===== config.mk =====
export PLATFORM = sky130hd
export DESIGN_NAME = vloop_comp
export DESIGN_NICKNAME = d
export VERILOG_FILES = /design/src/rtl/vloop_pkg.sv /design/src/rtl/vloop_hist.sv /design/src/rtl/vloop_mac.sv /design/src/rtl/vloop_out.sv /design/src/rtl/vloop_comp.sv
export SDC_FILE = /design/constraint.sdc
export NUM_CORES = 1
export LEC_CHECK = 0
export BUFFER_PORTS_ARGS = -buffer_cell sky130_fd_sc_hd__buf_2
export CAP_MARGIN = 20
export CORE_MARGIN = 2
export CORE_UTILIZATION = 60
export CTS_CLUSTER_DIAMETER = 200
export CTS_CLUSTER_SIZE = 30
export DETAILED_ROUTE_END_ITERATION = 16
export HOLD_SLACK_MARGIN = 0.05
export PLACE_DENSITY = 0.8
export SYNTH_ARGS = -nofsm -noshare
export SYNTH_HDL_FRONTEND = slang
export SYNTH_SLANG_ARGS = --single-unit

===== constraint.sdc =====
create_clock -name clk -period 14.5 [get_ports clk]
set_input_delay 0.725 -clock clk [delete_from_list [all_inputs] [get_ports clk]]
set_output_delay 0.725 -clock clk [all_outputs]
set_load 0.005 [all_outputs]

===== src/rtl/vloop_pkg.sv =====
package vloop_pkg;
    // filter order and number of product terms per sample
    localparam int ORDER = 3;
    localparam int TAPS  = 2 * ORDER + 1;
endpackage


===== src/rtl/vloop_hist.sv =====
module vloop_hist
    import vloop_pkg::*;
#(
    parameter int OPD_W = 13,
    parameter int CMP_W = 11
) (
    input  logic                    clk,
    input  logic                    rst_n,
    input  logic                    clear_i,
    input  logic                    capture_i,
    input  logic signed [OPD_W-1:0] err_i,
    input  logic                    commit_i,
    input  logic [CMP_W-1:0]        y_i,
    output logic signed [OPD_W-1:0] opd_o [TAPS]
);
    localparam int PAD_W = OPD_W - CMP_W;

    typedef struct packed {
        logic [ORDER:0][OPD_W-1:0]   e;
        logic [ORDER-1:0][CMP_W-1:0] u;
    } hist_t;

    hist_t hist_d, hist_q;

    always_comb begin
        hist_d = hist_q;
        if (clear_i) begin
            hist_d = '0;
        end else begin
            if (capture_i) begin
                hist_d.e[0] = err_i;
            end
            if (commit_i) begin
                for (int k = ORDER; k >= 1; k--) begin
                    hist_d.e[k] = hist_q.e[k-1];
                end
                hist_d.u[0] = y_i;
                for (int k = ORDER - 1; k >= 1; k--) begin
                    hist_d.u[k] = hist_q.u[k-1];
                end
            end
        end
    end

    always_ff @(posedge clk) begin
        if (!rst_n) hist_q <= '0;
        else        hist_q <= hist_d;
    end

    generate
        for (genvar k = 0; k <= ORDER; k++) begin : g_err_opd
            assign opd_o[k] = $signed(hist_q.e[k]);
        end
        for (genvar j = 0; j < ORDER; j++) begin : g_out_opd
            assign opd_o[ORDER+1+j] = $signed({{PAD_W{1'b0}}, hist_q.u[j]});
        end
    endgenerate
endmodule


===== src/rtl/vloop_mac.sv =====
module vloop_mac
    import vloop_pkg::*;
#(
    parameter int OPD_W  = 13,
    parameter int COEF_W = 16,
    parameter int ACC_W  = 32
) (
    input  logic                     clk,
    input  logic                     rst_n,
    input  logic                     clear_i,
    input  logic                     start_i,
    input  logic signed [OPD_W-1:0]  opd_i  [TAPS],
    input  logic signed [COEF_W-1:0] coef_i [TAPS],
    output logic                     busy_o,
    output logic                     fin_o,
    output logic signed [ACC_W-1:0]  sum_o
);
    localparam int STEP_W = $clog2(TAPS);
    localparam logic [STEP_W-1:0] LAST = STEP_W'(TAPS - 1);

    typedef struct packed {
        logic                    busy;
        logic [STEP_W-1:0]       step;
        logic signed [ACC_W-1:0] acc;
    } mac_t;

    mac_t mac_d, mac_q;
    logic signed [ACC_W-1:0] prod;

    always_comb begin
        prod  = ACC_W'(opd_i[mac_q.step]) * ACC_W'(coef_i[mac_q.step]);
        sum_o = mac_q.acc + prod;
        fin_o = mac_q.busy && (mac_q.step == LAST);
        mac_d = mac_q;
        if (clear_i) begin
            mac_d = '0;
        end else if (!mac_q.busy) begin
            if (start_i) begin
                mac_d.busy = 1'b1;
                mac_d.step = '0;
                mac_d.acc  = '0;
            end
        end else begin
            mac_d.acc = sum_o;
            if (fin_o) begin
                mac_d.busy = 1'b0;
                mac_d.step = '0;
            end else begin
                mac_d.step = mac_q.step + STEP_W'(1);
            end
        end
    end

    always_ff @(posedge clk) begin
        if (!rst_n) mac_q <= '0;
        else        mac_q <= mac_d;
    end

    assign busy_o = mac_q.busy;

    assert_step_bound_R5: assert property (@(posedge clk) disable iff (!rst_n)
        mac_q.busy |-> (mac_q.step <= LAST));
    assert_fin_ends_R5: assert property (@(posedge clk) disable iff (!rst_n)
        fin_o |=> !busy_o);
endmodule


===== src/rtl/vloop_out.sv =====
module vloop_out #(
    parameter int ACC_W   = 32,
    parameter int CMP_W   = 11,
    parameter int SHIFT   = 7,
    parameter int CMP_MAX = 2000
) (
    input  logic                    clk,
    input  logic                    rst_n,
    input  logic                    clear_i,
    input  logic                    fin_i,
    input  logic signed [ACC_W-1:0] sum_i,
    output logic [CMP_W-1:0]        y_o,
    output logic [CMP_W-1:0]        duty_o,
    output logic                    done_o
);
    localparam logic signed [ACC_W-1:0] LIM = ACC_W'(CMP_MAX);

    typedef struct packed {
        logic [CMP_W-1:0] duty;
        logic             done;
    } out_t;

    out_t out_d, out_q;
    logic signed [ACC_W-1:0] scaled;

    always_comb begin
        scaled = sum_i >>> SHIFT;
        if (scaled < 0)        y_o = '0;
        else if (scaled > LIM) y_o = CMP_W'(CMP_MAX);
        else                   y_o = CMP_W'(scaled);

        out_d      = out_q;
        out_d.done = 1'b0;
        if (clear_i) begin
            out_d.duty = '0;
        end else if (fin_i) begin
            out_d.duty = y_o;
            out_d.done = 1'b1;
        end
    end

    always_ff @(posedge clk) begin
        if (!rst_n) out_q <= '0;
        else        out_q <= out_d;
    end

    assign duty_o = out_q.duty;
    assign done_o = out_q.done;

    assert_duty_range_R4: assert property (@(posedge clk) disable iff (!rst_n)
        duty_o <= CMP_W'(CMP_MAX));
    assert_done_pulse_R5: assert property (@(posedge clk) disable iff (!rst_n)
        done_o |=> !done_o);
endmodule


===== src/rtl/vloop_comp.sv =====
module vloop_comp
    import vloop_pkg::*;
#(
    parameter int ADC_W   = 12,
    parameter int COEF_W  = 16,
    parameter int SHIFT   = 7,
    parameter int CMP_MAX = 2000,
    localparam int CMP_W  = $clog2(CMP_MAX + 1)
) (
    input  logic                     clk,
    input  logic                     rst_n,
    input  logic                     sample_stb,
    input  logic                     coef_load,
    input  logic [ADC_W-1:0]         adc_word,
    input  logic [ADC_W-1:0]         ref_word,
    input  logic signed [COEF_W-1:0] coef_a0,
    input  logic signed [COEF_W-1:0] coef_a1,
    input  logic signed [COEF_W-1:0] coef_a2,
    input  logic signed [COEF_W-1:0] coef_a3,
    input  logic signed [COEF_W-1:0] coef_b1,
    input  logic signed [COEF_W-1:0] coef_b2,
    input  logic signed [COEF_W-1:0] coef_b3,
    output logic [CMP_W-1:0]         duty_cmp,
    output logic                     done
);
    localparam int OPD_W = ADC_W + 1;
    localparam int ACC_W = COEF_W + OPD_W + $clog2(TAPS);

    logic signed [OPD_W-1:0]  err;
    logic signed [OPD_W-1:0]  opd  [TAPS];
    logic signed [COEF_W-1:0] coef [TAPS];
    logic                     busy, fin, start;
    logic signed [ACC_W-1:0]  sum;
    logic [CMP_W-1:0]         y_sat;

    assign coef[0] = coef_a0;
    assign coef[1] = coef_a1;
    assign coef[2] = coef_a2;
    assign coef[3] = coef_a3;
    assign coef[4] = coef_b1;
    assign coef[5] = coef_b2;
    assign coef[6] = coef_b3;

    always_comb begin
        err   = $signed(OPD_W'(ref_word)) - $signed(OPD_W'(adc_word));
        start = sample_stb && !busy && !coef_load;
    end

    vloop_hist #(.OPD_W(OPD_W), .CMP_W(CMP_W)) u_hist (
        .clk(clk), .rst_n(rst_n), .clear_i(coef_load),
        .capture_i(start), .err_i(err),
        .commit_i(fin), .y_i(y_sat), .opd_o(opd)
    );

    vloop_mac #(.OPD_W(OPD_W), .COEF_W(COEF_W), .ACC_W(ACC_W)) u_mac (
        .clk(clk), .rst_n(rst_n), .clear_i(coef_load), .start_i(start),
        .opd_i(opd), .coef_i(coef),
        .busy_o(busy), .fin_o(fin), .sum_o(sum)
    );

    vloop_out #(.ACC_W(ACC_W), .CMP_W(CMP_W), .SHIFT(SHIFT), .CMP_MAX(CMP_MAX)) u_out (
        .clk(clk), .rst_n(rst_n), .clear_i(coef_load),
        .fin_i(fin), .sum_i(sum),
        .y_o(y_sat), .duty_o(duty_cmp), .done_o(done)
    );

    assert_err_capture_R2: assert property (@(posedge clk) disable iff (!rst_n)
        (sample_stb && !busy && !coef_load) |=> (opd[0] == $past(err)));
    assert_ignore_busy_R6: assert property (@(posedge clk) disable iff (!rst_n)
        (sample_stb && busy && !coef_load) |=> $stable(opd[0]));
    assert_duty_hold_R5: assert property (@(posedge clk) disable iff (!rst_n)
        !coef_load |=> (done || $stable(duty_cmp)));
    assert_load_clear_R7: assert property (@(posedge clk) disable iff (!rst_n)
        coef_load |=> (duty_cmp == '0 && !done && !busy && opd[1] == '0));
endmodule


# Yosys cells after proc, flatten, opt, wreduce, memory -nomap -nowiden
# Cells that the tools add are included.
[op_classes] n_reduce_logical=7 n_mux=13 magnitude_cmp=3 n_mul=1 n_eq_ne=1 n_addsub=3 bitwise_logic=2
[op_table] op="36-bit 2-to-1 mux" count=2
[op_table] op="16-bit binary-select mux with 3-bit select" count=1
[op_table] op="13-bit binary-select mux with 3-bit select" count=1
[op_table] op="32-bit by 29-bit adder with 32-bit output" count=1
[op_table] op="16-bit 2-to-1 mux" count=2
[op_table] op="13-bit by 16-bit multiplier with 29-bit output" count=1
[op_table] op="13-bit 2-to-1 mux" count=2
[op_table] op="25-bit by 12-bit greater-than comparator with 1-bit output (second input constant)" count=1
[op_table] op="25-bit by 1-bit < comparator with 1-bit output (second input constant)" count=1
[op_table] op="11-bit 2-to-1 mux" count=2
[op_table] op="12-bit by 12-bit subtractor with 13-bit output" count=1
[op_table] op="4-bit greater-or-equal comparator (second input constant)" count=1
[op_table] op="3-bit inverter with 4-bit output" count=1
[op_table] op="3-bit by 1-bit adder with 3-bit output (second input constant)" count=1
[op_table] op="3-bit equality test (second input constant)" count=1
[op_table] op="1-bit logical AND" count=3
[op_table] op="3-bit 2-to-1 mux" count=1
[op_table] op="1-bit logical NOT" count=2
[op_table] op="1-bit 2-to-1 mux" count=2
[op_table] op="2-bit nonzero test" count=1
[op_table] op="2-bit OR reduction" count=1
[op_table] op="1-bit inverter" count=1
[word_totals] input_bits=140 out_inout_bits=12 reg_bits=122 wordCells=41

# Depth between registers and ports, before layout
# Gate-level depths: netlist of the first run.
[depth] word_depth=9 mapped_depth=33 mapped_depth_nobuf=28

# Modules after synthesis
# A second synthesis of the first run with hierarchy kept.
[hier_totals] cells_unflattened=1852 area_unflattened_um2=16777.3
[modules_own_cells] mod="vloop_mac" seq_area_each_um2=720.7 area_each_um2=12328.1 cells_each=1400 n_inst=1
[modules_own_cells] mod="vloop_hist" seq_area_each_um2=1701.6 area_each_um2=3110.5 cells_each=282 n_inst=1
[modules_own_cells] mod="vloop_out" seq_area_each_um2=240.2 area_each_um2=699.4 cells_each=80 n_inst=1
[modules_own_cells] mod="vloop_comp" seq_area_each_um2=0.0 area_each_um2=639.4 cells_each=90 n_inst=1

# Least setup slack after synthesis of the first run
# Ideal clock, no wire load.
[synth_timing] path_kind="register to register" from="register u_mac.mac_q[32] in the netlist's numbering" to="register u_out.out_q, in the netlist u_out.duty_o[8]" synth_period_minus_slack_ns=8.363 arrival_time_ns=8.220 setup_ns=0.143 setup_slack_ns=6.137 n_path_buf=8 required_ns=14.357 stages_incl_launch_ff=32 path_cell_list="dfxtp_1 buf_2 buf_2 buf_2 buf_2 clkbuf_1 o221ai_1 o21ai_1 clkbuf_1 nor2_1 fa_1 inv_1 fa_1 inv_1 fa_1 fa_1 fa_1 inv_1 fa_1 inv_1 ha_1 clkbuf_1 a21oi_1 nor2_1 or4_1 a21oi_1 a21oi_1 or3_1 a22oi_1 and4_1 buf_6 a22oi_1"
[synth_via] elab_chain_cells=9 word_cells_on_any_way=15 cone_classes="1 x add/sub; 1 x mul; 2 x order compare; 1 x eq/ne; 8 x mux; 1 x bitwise; 1 x reduce/logical"
[synth_rtl] item="start: declaration" line_no="vloop_mac.sv:27" rtl="mac_t mac_d, mac_q;"
[synth_rtl] item="start signal: assignment" line_no="vloop_mac.sv:56" rtl="else mac_q <= mac_d;"
[synth_rtl] item="3-bit inverter with 4-bit output (not written as such)" line_no="vloop_mac.sv:31" rtl="prod = ACC_W'(opd_i[mac_q.step]) * ACC_W'(coef_i[mac_q.step]);"
[synth_rtl] item="13-bit binary-select mux with 3-bit select / 16-bit binary-select mux with 3-bit select (equally long branches)" line_no="vloop_mac.sv:31"
[synth_rtl] item="13-bit 2-to-1 mux (not written as such) / 16-bit 2-to-1 mux (equally long branches) (2 in series)" line_no="vloop_mac.sv:31"
[synth_rtl] item="13-bit by 16-bit multiplier with 29-bit output" line_no="vloop_mac.sv:31"
[synth_rtl] item="32-bit by 29-bit adder with 32-bit output" line_no="vloop_mac.sv:32" rtl="sum_o = mac_q.acc + prod;"
[synth_rtl] item="25-bit by 12-bit greater-than comparator with 1-bit output" line_no="vloop_out.sv:29" rtl="else if (scaled > LIM) y_o = CMP_W'(CMP_MAX);"
[synth_rtl] item="11-bit 2-to-1 mux" line_no="vloop_out.sv:29"
[synth_rtl] item="11-bit 2-to-1 mux" line_no="vloop_out.sv:28" rtl="if (scaled < 0) y_o = '0;"
[synth_rtl] item="end signal: assignment" line_no="vloop_out.sv:44" rtl="else out_q <= out_d;"
[synth_rtl] item="end: declaration" line_no="vloop_out.sv:23" rtl="out_t out_d, out_q;"
# Parallel ways exist; a longest one is shown, timed or not. The select of a mux whose other input is x is not followed.
# A chain may end at the register's enable or synchronous reset.

# Worst setup path in the final report of the first run
[layout_timing] from="register u_mac.mac_q[32] in the netlist's numbering" to="register u_out.out_q, in the netlist u_out.duty_o[0]"
# Same word-level chain as after synthesis.

==> impl_metrics.toml, run 1 <==
[setup_path]
endpoint_kind = "flip-flop"
critPathMaxFanout = 53
cp-start-kind = "flip-flop"
path_class = "reg -> reg"
worst_ep_required_time_ns = 14.86
crit_start = "u_mac.mac_q[32]"
ff2ff_setup_slack_ns = 5.14
endpoint = "u_out.duty_o[0]"
r2r-end = "u_out.duty_o[0]"
worstPathArrival_ns = 9.72
rr_startpoint = "u_mac.mac_q[32]"
reg2regPathDepth = 24

[clocking]
cts_hold_buffers = 0
cts_max_level = 4
post_cts_resized = 0
insertion_delay_ns = 0.42
path_clk_slew_ns = 0.06
clk_path_buf_depth = 2
root_buffer = "clkbuf_16"
post-cts-setup-buffer-count = 0
clkSinkCount = 122
cts_buffers = 17
cts_tree = "done"

[place]
place.port_buffers = 151
gp_congestion = 0.924
dp_cells = 2334
place_hpwl_um = 34200

[logic_synthesis]
ys_top_cells_by_area = "fa_1, dfxtp_1, inv_1"
synth_cell_types = 66
synth_area_um2 = 16300
synth_edf_count = 0
ys_warn_count = 0
netlist_instances = 1920
synth-async-reset-ratio_pct = 0
synth_seq_cells = 122
syn-num-nets = 2412
synth_ff_type = "dfxtp_1"
synth_top_area_share_pct = 30.5
yosysSeqAreaShare_pct = 15.0
yosysTopAreaCell = "fa_1"
synth.avg_cell_area_um2 = 8.48

[global_route]
grt_overflow = 0
grt_pass1_wl_um = 70700
grtUsageTotal_pct = 31.7
antenna_found_initial = 1
grt_max_degree = 64
first_global_vias = 14123

[drt]
drc = 0
final_antenna_net_count = 0
drt_wl_total_um = 43200
drt_iter0_markers = 1032
detail_route.wl_per_cell_um = 18.3
viasPerCell = 5.81
drt-pass1-iter-count = 6
num_vias = 13752

[layout]
area_delta_synth_final_pct = 9.18
final_common_cell = "inv_1"
final_cell_count_no_fill = 2366
nets = 2504
antennaDiodeCount = 0
layout_common_cells = "inv_1, nand2_1, fa_1"
multi_input_area_um2 = 12100
final_core_util_pct = 66.3
seq_area_um2 = 2450
n_fill_cell = 2207
drive_above_1_share_pct = 12.5

[min_path]
hp-class = "reg -> reg"
hp-start = "u_hist.opd_o[46]"
hold_depth = 2

[sta]
finClkSkew_ns = 0.00953
setup_viol = 0
tns_ns = 0
slew_headroom_pct = 41.2
finalCritPeriodShare_pct = 64.5
max_freq_mhz = 107
hold_violations = 0
drv_slew = 0
fin_crit_ns = 9.36
rsz0062_at_grt = "false"
tightest_slew_ns = 0.882

[job]
cap_violations = 0

[status]
status = "completed"

[pwr]
p_leak_nw = 8.39
power_density_nw_per_um2 = 64.6
ir_drop_mv = 0.0842

[floorplanning]
rows = 60
start_util_pct = 60.7
dieHeight_um = 169
dieArea_um2 = 28500
die_x_um = 169
num_io_pins = 152
core_um2 = 26800
## flip-flops by register name, summed over array words and instances, names as in the netlist
register and cells:
u_mac.busy_o 1, u_mac.mac_q 35, u_out.done_o 1, u_out.duty_o 11, u_hist.opd_o 74
## cells by family after synthesis
logic type      Yosys count  share of synthesized area (%)
xor+xnor                 32                           1.72
buf+inv                 453                           10.9
fa+ha+maj               352                           38.5
mux                      60                           5.93
flops                   122                           15.0
compound gates          323                           12.7
simple gates            578                           15.3
## routing by layer
metal / up-vias / share of wire [%] / global-route usage (%)
met1: 6749 / 41 / 41.3
met2: 595 / 49 / 53.7
li1: 6323 / - / -
met3: 85 / 7.5 / 5.12
met5: - / 0 / 0
met4: 0 / 3.3 / 11.3
## synth_stat cells, types with 4 or more instances
| cell type | instances |
|---|---|
| a21oi_1 | 139 |
| xor2_1 | 10 |
| buf_1 | 6 |
| or2_2 | 7 |
| a21o_1 | 18 |
| nor2_1 | 187 |
| clkbuf_1 | 72 |
| a22o_1 | 5 |
| nand3_1 | 15 |
| dfxtp_1 | 122 |
| buf_2 | 9 |
| nor4b_1 | 6 |
| o21a_1 | 11 |
| o2111ai_1 | 4 |
| a31oi_1 | 6 |
| o21ai_0 | 35 |
| fa_1 | 248 |
| nor2b_1 | 28 |
| xnor2_1 | 22 |
| and2_1 | 12 |
| buf_4 | 11 |
| mux2i_1 | 29 |
| a211oi_1 | 8 |
| inv_1 | 352 |
| o31ai_1 | 5 |
| ha_1 | 104 |
| nand4_1 | 10 |
| o21ai_1 | 7 |
| nor3_1 | 12 |
| o221ai_1 | 12 |
| nand2b_1 | 13 |
| or3_1 | 4 |
| a22oi_1 | 27 |
| o211ai_1 | 12 |
| and3_1 | 5 |
| nand2_1 | 263 |
| mux4_2 | 29 |
| nor4_1 | 7 |
## worst max-delay path, cell delays in order (launching register included)
cell     delay [ns]
dfxtp_4        0.59
buf_4          0.76
mux4_2         0.63
mux2i_1        0.48
nor2_1         0.20
fa_1           0.58
inv_1          0.46
fa_1           0.52
inv_1          0.09
fa_1           0.44
fa_1           0.51
fa_1           0.50
inv_1          0.05
fa_1           0.48
inv_1          0.04
ha_1           0.52
nand4_1        0.23
nor3_1         0.53
nand2_1        0.09
o21ai_0        0.29
a21oi_1        0.13
xnor2_1        0.21
nand2_1        0.30
nor4b_1        0.47
a22o_1         0.20
## metrics by stage
| step | power, mW | instance area, um2 | worst slack [ns] | hold slack, ns |
|---|---|---|---|---|
| 2_1_floorplan | 0.632 | 16300 | 6.14 | 0.433 |
| 3_3_place_gp | 0.735 | 17200 | 5.50 | 0.439 |
| 3_5_place_dp | 0.745 | 17200 | 5.26 | 0.447 |
| 4_1_cts | 1.15 | 17800 | 5.16 | 0.456 |
| 5_1_grt | 1.21 | 17800 | 4.47 | 0.472 |
| 6_report | 1.15 | 17800 | 5.14 | 0.460 |
## layout make-up
class,instances,share of cell area (%)
clock buffer,21,2.59
clock inverter,11,0.535
inverter,353,7.45
multi-input combinational,1345,68.1
sequential,122,13.8
tap,341,2.40
timing repair buffer,173,5.18
## power by group
part	total, mW	internal, mW	switching [mW]
Sequential	0.340	0.337	0.00234
Combinational	0.407	0.156	0.252
Clock	0.401	0.244	0.157
## worst min-delay path by stage
stage | end | slack (ns)
4_1_cts | u_hist.opd_o[7] | 0.46
2_1_floorplan | u_hist.opd_o[39] | 0.43
3_5_place_dp | u_hist.opd_o[39] | 0.45
3_3_place_gp | u_hist.opd_o[40] | 0.44
6_report | u_hist.opd_o[46] | 0.46
5_1_grt | u_hist.opd_o[39] | 0.47
No activity file was read; power rests on OpenSTA's default activity.
==> run 2, diff against run 1 <==
--- a/config.mk
+++ b/config.mk
@@ -5,6 +5,7 @@
 export SDC_FILE = /design/constraint.sdc
 export NUM_CORES = 1
 export LEC_CHECK = 0
+export ABC_AREA = 1
 export BUFFER_PORTS_ARGS = -buffer_cell sky130_fd_sc_hd__buf_2
 export CAP_MARGIN = 20
 export CORE_MARGIN = 2
==> constraint.sdc (replaced) <==
create_clock -name clk -period 8.7 [get_ports clk]
set_input_delay 0.435 -clock clk [delete_from_list [all_inputs] [get_ports clk]]
set_output_delay 0.435 -clock clk [all_outputs]
set_load 0.005 [all_outputs]
==> run 2 against run 1 <==
Against the previous run: flip-flop and latch count unchanged; synthesized cell count increased by 16%; critical path depth increased by 10; sequential power increased by 67%; clock skew increased by 0.0050 ns; first-iteration DRC count increased by 46%; setup slack got worse by 4.4 ns; combinational power increased to 3.2 times the previous value; critical path type unchanged; highest routed layer unchanged.
==> impl_metrics.toml, run 2 <==
[setup_path]
critPathMaxFanout = 95
worst_ep_required_time_ns = 9.06
max_stage_delay_ns = 0.57
rr_startpoint = "u_mac.mac_q[32]"
ff2ff_setup_slack_ns = 0.75
r2r-end = "u_out.duty_o[1]"
cp-start-kind = "flip-flop"
path_class = "reg -> reg"
worstPathArrival_ns = 8.31
endpoint_kind = "flip-flop"
reg2regPathDepth = 34
crit_path_top_delay_cell = "fa_1"

[floorplanning]
die_x_um = 170
num_io_pins = 152
start_util_pct = 61.2
core_um2 = 27000
dieArea_um2 = 28900
rows = 60
dieHeight_um = 170

[clocking]
clk_path_buf_depth = 2
cts_hold_buffers = 0
post-cts-setup-buffer-count = 0
cts_tree = "done"
path_clk_slew_ns = 0.07
cts_buffers = 17
cts_max_level = 4
root_buffer = "clkbuf_16"
post_cts_resized = 0
clkSinkCount = 122
insertion_delay_ns = 0.44

[sta]
setup_viol = 0
rsz0062_at_grt = "false"
tns_ns = 0
tightest_slew_ns = 0.986
finalCritPeriodShare_pct = 91.4
finClkSkew_ns = 0.0146
drv_slew = 0
max_freq_mhz = 126
fin_crit_ns = 7.95
slew_headroom_pct = 34.2
hold_violations = 0
whs_ns = 0.308

[pwr]
combPwrFrac_pct = 50.7
power_density_nw_per_um2 = 140
power.share.clock_pct = 26.9
seq_power_share_pct = 22.4
p_leak_nw = 9.26
internal-power_mw = 1.37
switching_share_pct = 46.1
ir_drop_mv = 0.136
p_sw_mw = 1.17

[logic_synthesis]
synth_cell_types = 53
synth_common_cells = "inv_1, nand2_1, fa_1"
ys_warn_count = 0
synth.avg_cell_area_um2 = 7.41
synth_top_area_share_pct = 30.0
synth_edf_count = 0
yosysSeqAreaShare_pct = 14.8
yosysMostFrequentCell = "inv_1"
synth_seq_cells = 122
synth_area_um2 = 16600
yosysTopAreaCell = "fa_1"
syn-num-nets = 2727
ys_top_cells_by_area = "fa_1, dfxtp_1, inv_1"
synth_ff_type = "dfxtp_1"
netlist_instances = 2235
synth-async-reset-ratio_pct = 0

[min_path]
hp-start = "adc_word[0]"
hp-class = "in -> reg"
whs_endpoint = "u_hist.opd_o[78]"
hold_depth = 3

[place]
gp_congestion = 1.02
place.port_buffers = 151
place_hpwl_um = 40200

[global_route]
grt_pass1_wl_um = 80200
grt_overflow = 0
antenna_found_initial = 0
grt_max_degree = 96
first_global_vias = 15287
grtUsageTotal_pct = 35.9

[layout]
area_delta_synth_final_pct = 9.38
largest_reg_flops = 74
nets = 2840
antennaDiodeCount = 0
drive_above_1_share_pct = 11.7
layout_common_cells = "inv_1, nand2_1, fa_1"
final_common_cell = "inv_1"

[status]
status = "completed"

[drt]
drt_iter0_markers = 1506
drt_wl_total_um = 49900
viasPerCell = 5.63
num_vias = 15213
drt-pass1-iter-count = 9
drc = 0
detail_route.wl_per_cell_um = 18.5
final_antenna_net_count = 0

[job]
cap_violations = 0
## run 2: area by class of cell
cell class / count / area, um2
flip-flops and latches: 122 / 2440
fillers: 2265 / 8920
multi-input cells: 1480 / 11600
inverters: 547 / 2060
clock inverters: 14 / 115
repair buffers: 180 / 986
well taps: 341 / 427
clock buffers: 17 / 425
## run 2: power by group through the flow
stage / Clock [mW] / Combinational (mW) / Sequential, mW
final: 0.683 / 1.29 / 0.567
after detailed placement: 0 / 1.25 / 0.580
after global routing: 0.709 / 1.44 / 0.568
after CTS: 0.683 / 1.27 / 0.567
after global placement: 0 / 1.23 / 0.579
after floorplan: 0 / 0.889 / 0.578
## run 2: routing by layer
| layer | part of all wire, % | up-vias | wire [um] | global-route usage (%) |
|---|---|---|---|---|
| met4 | 4.6 | 0 | 2310 | 15.4 |
| met2 | 47 | 810 | 23600 | 59.4 |
| met3 | 8.5 | 134 | 4230 | 5.35 |
| met5 | 0 | - | 0 | 0 |
| met1 | 40 | 7230 | 19800 | 47.2 |
| li1 | - | 7039 | - | - |
## run 2: logic make-up (layout without fill, tap and decap cells)
group	after synthesis	count (layout)	synth area share, %
adder cells (fa/ha/maj)	352	352	37.9
flip-flops	122	122	14.8
buffers and inverters	633	758	14.9
AO/OA/AOI/OAI	369	369	12.6
AND/OR/NAND/NOR	739	739	18.7
XOR/XNOR	20	20	1.10
## run 2: worst max-delay path, delay by kind of cell (launching register included)
family	cells	cell delay, ns
fa+ha+maj	7	3.39
buf+inv	9	1.63
simple gates	11	1.34
compound gates	7	1.13
flops	1	0.35
## run 2: worst max path at each step
stage / start / endpoint / slack, ns / cells after the start
global placement: u_mac.mac_q[32] / u_out.duty_o[2] / 0.95 / 32
floorplan: u_mac.mac_q[32] / u_out.duty_o[0] / 1.64 / 38
global route: u_mac.mac_q[32] / u_out.duty_o[2] / 0.02 / 33
finish: u_mac.mac_q[32] / u_out.duty_o[1] / 0.75 / 34
detailed placement: u_mac.mac_q[32] / u_out.duty_o[9] / 0.82 / 35
CTS: u_mac.mac_q[32] / u_out.duty_o[9] / 0.78 / 35
## run 2: per-stage QoR
stage	worst slack [ns]	utilization (%)	area, um2	total power, mW	instances
floorplan	1.64	-	16600	1.47	2235
global placement	0.950	65.0	17600	1.81	2670
detailed placement	0.819	65.0	17600	1.83	2670
CTS	0.776	67.0	18100	2.52	2701
global route	0.0196	67.0	18100	2.72	2701
finish	0.751	67.0	18100	2.54	2701
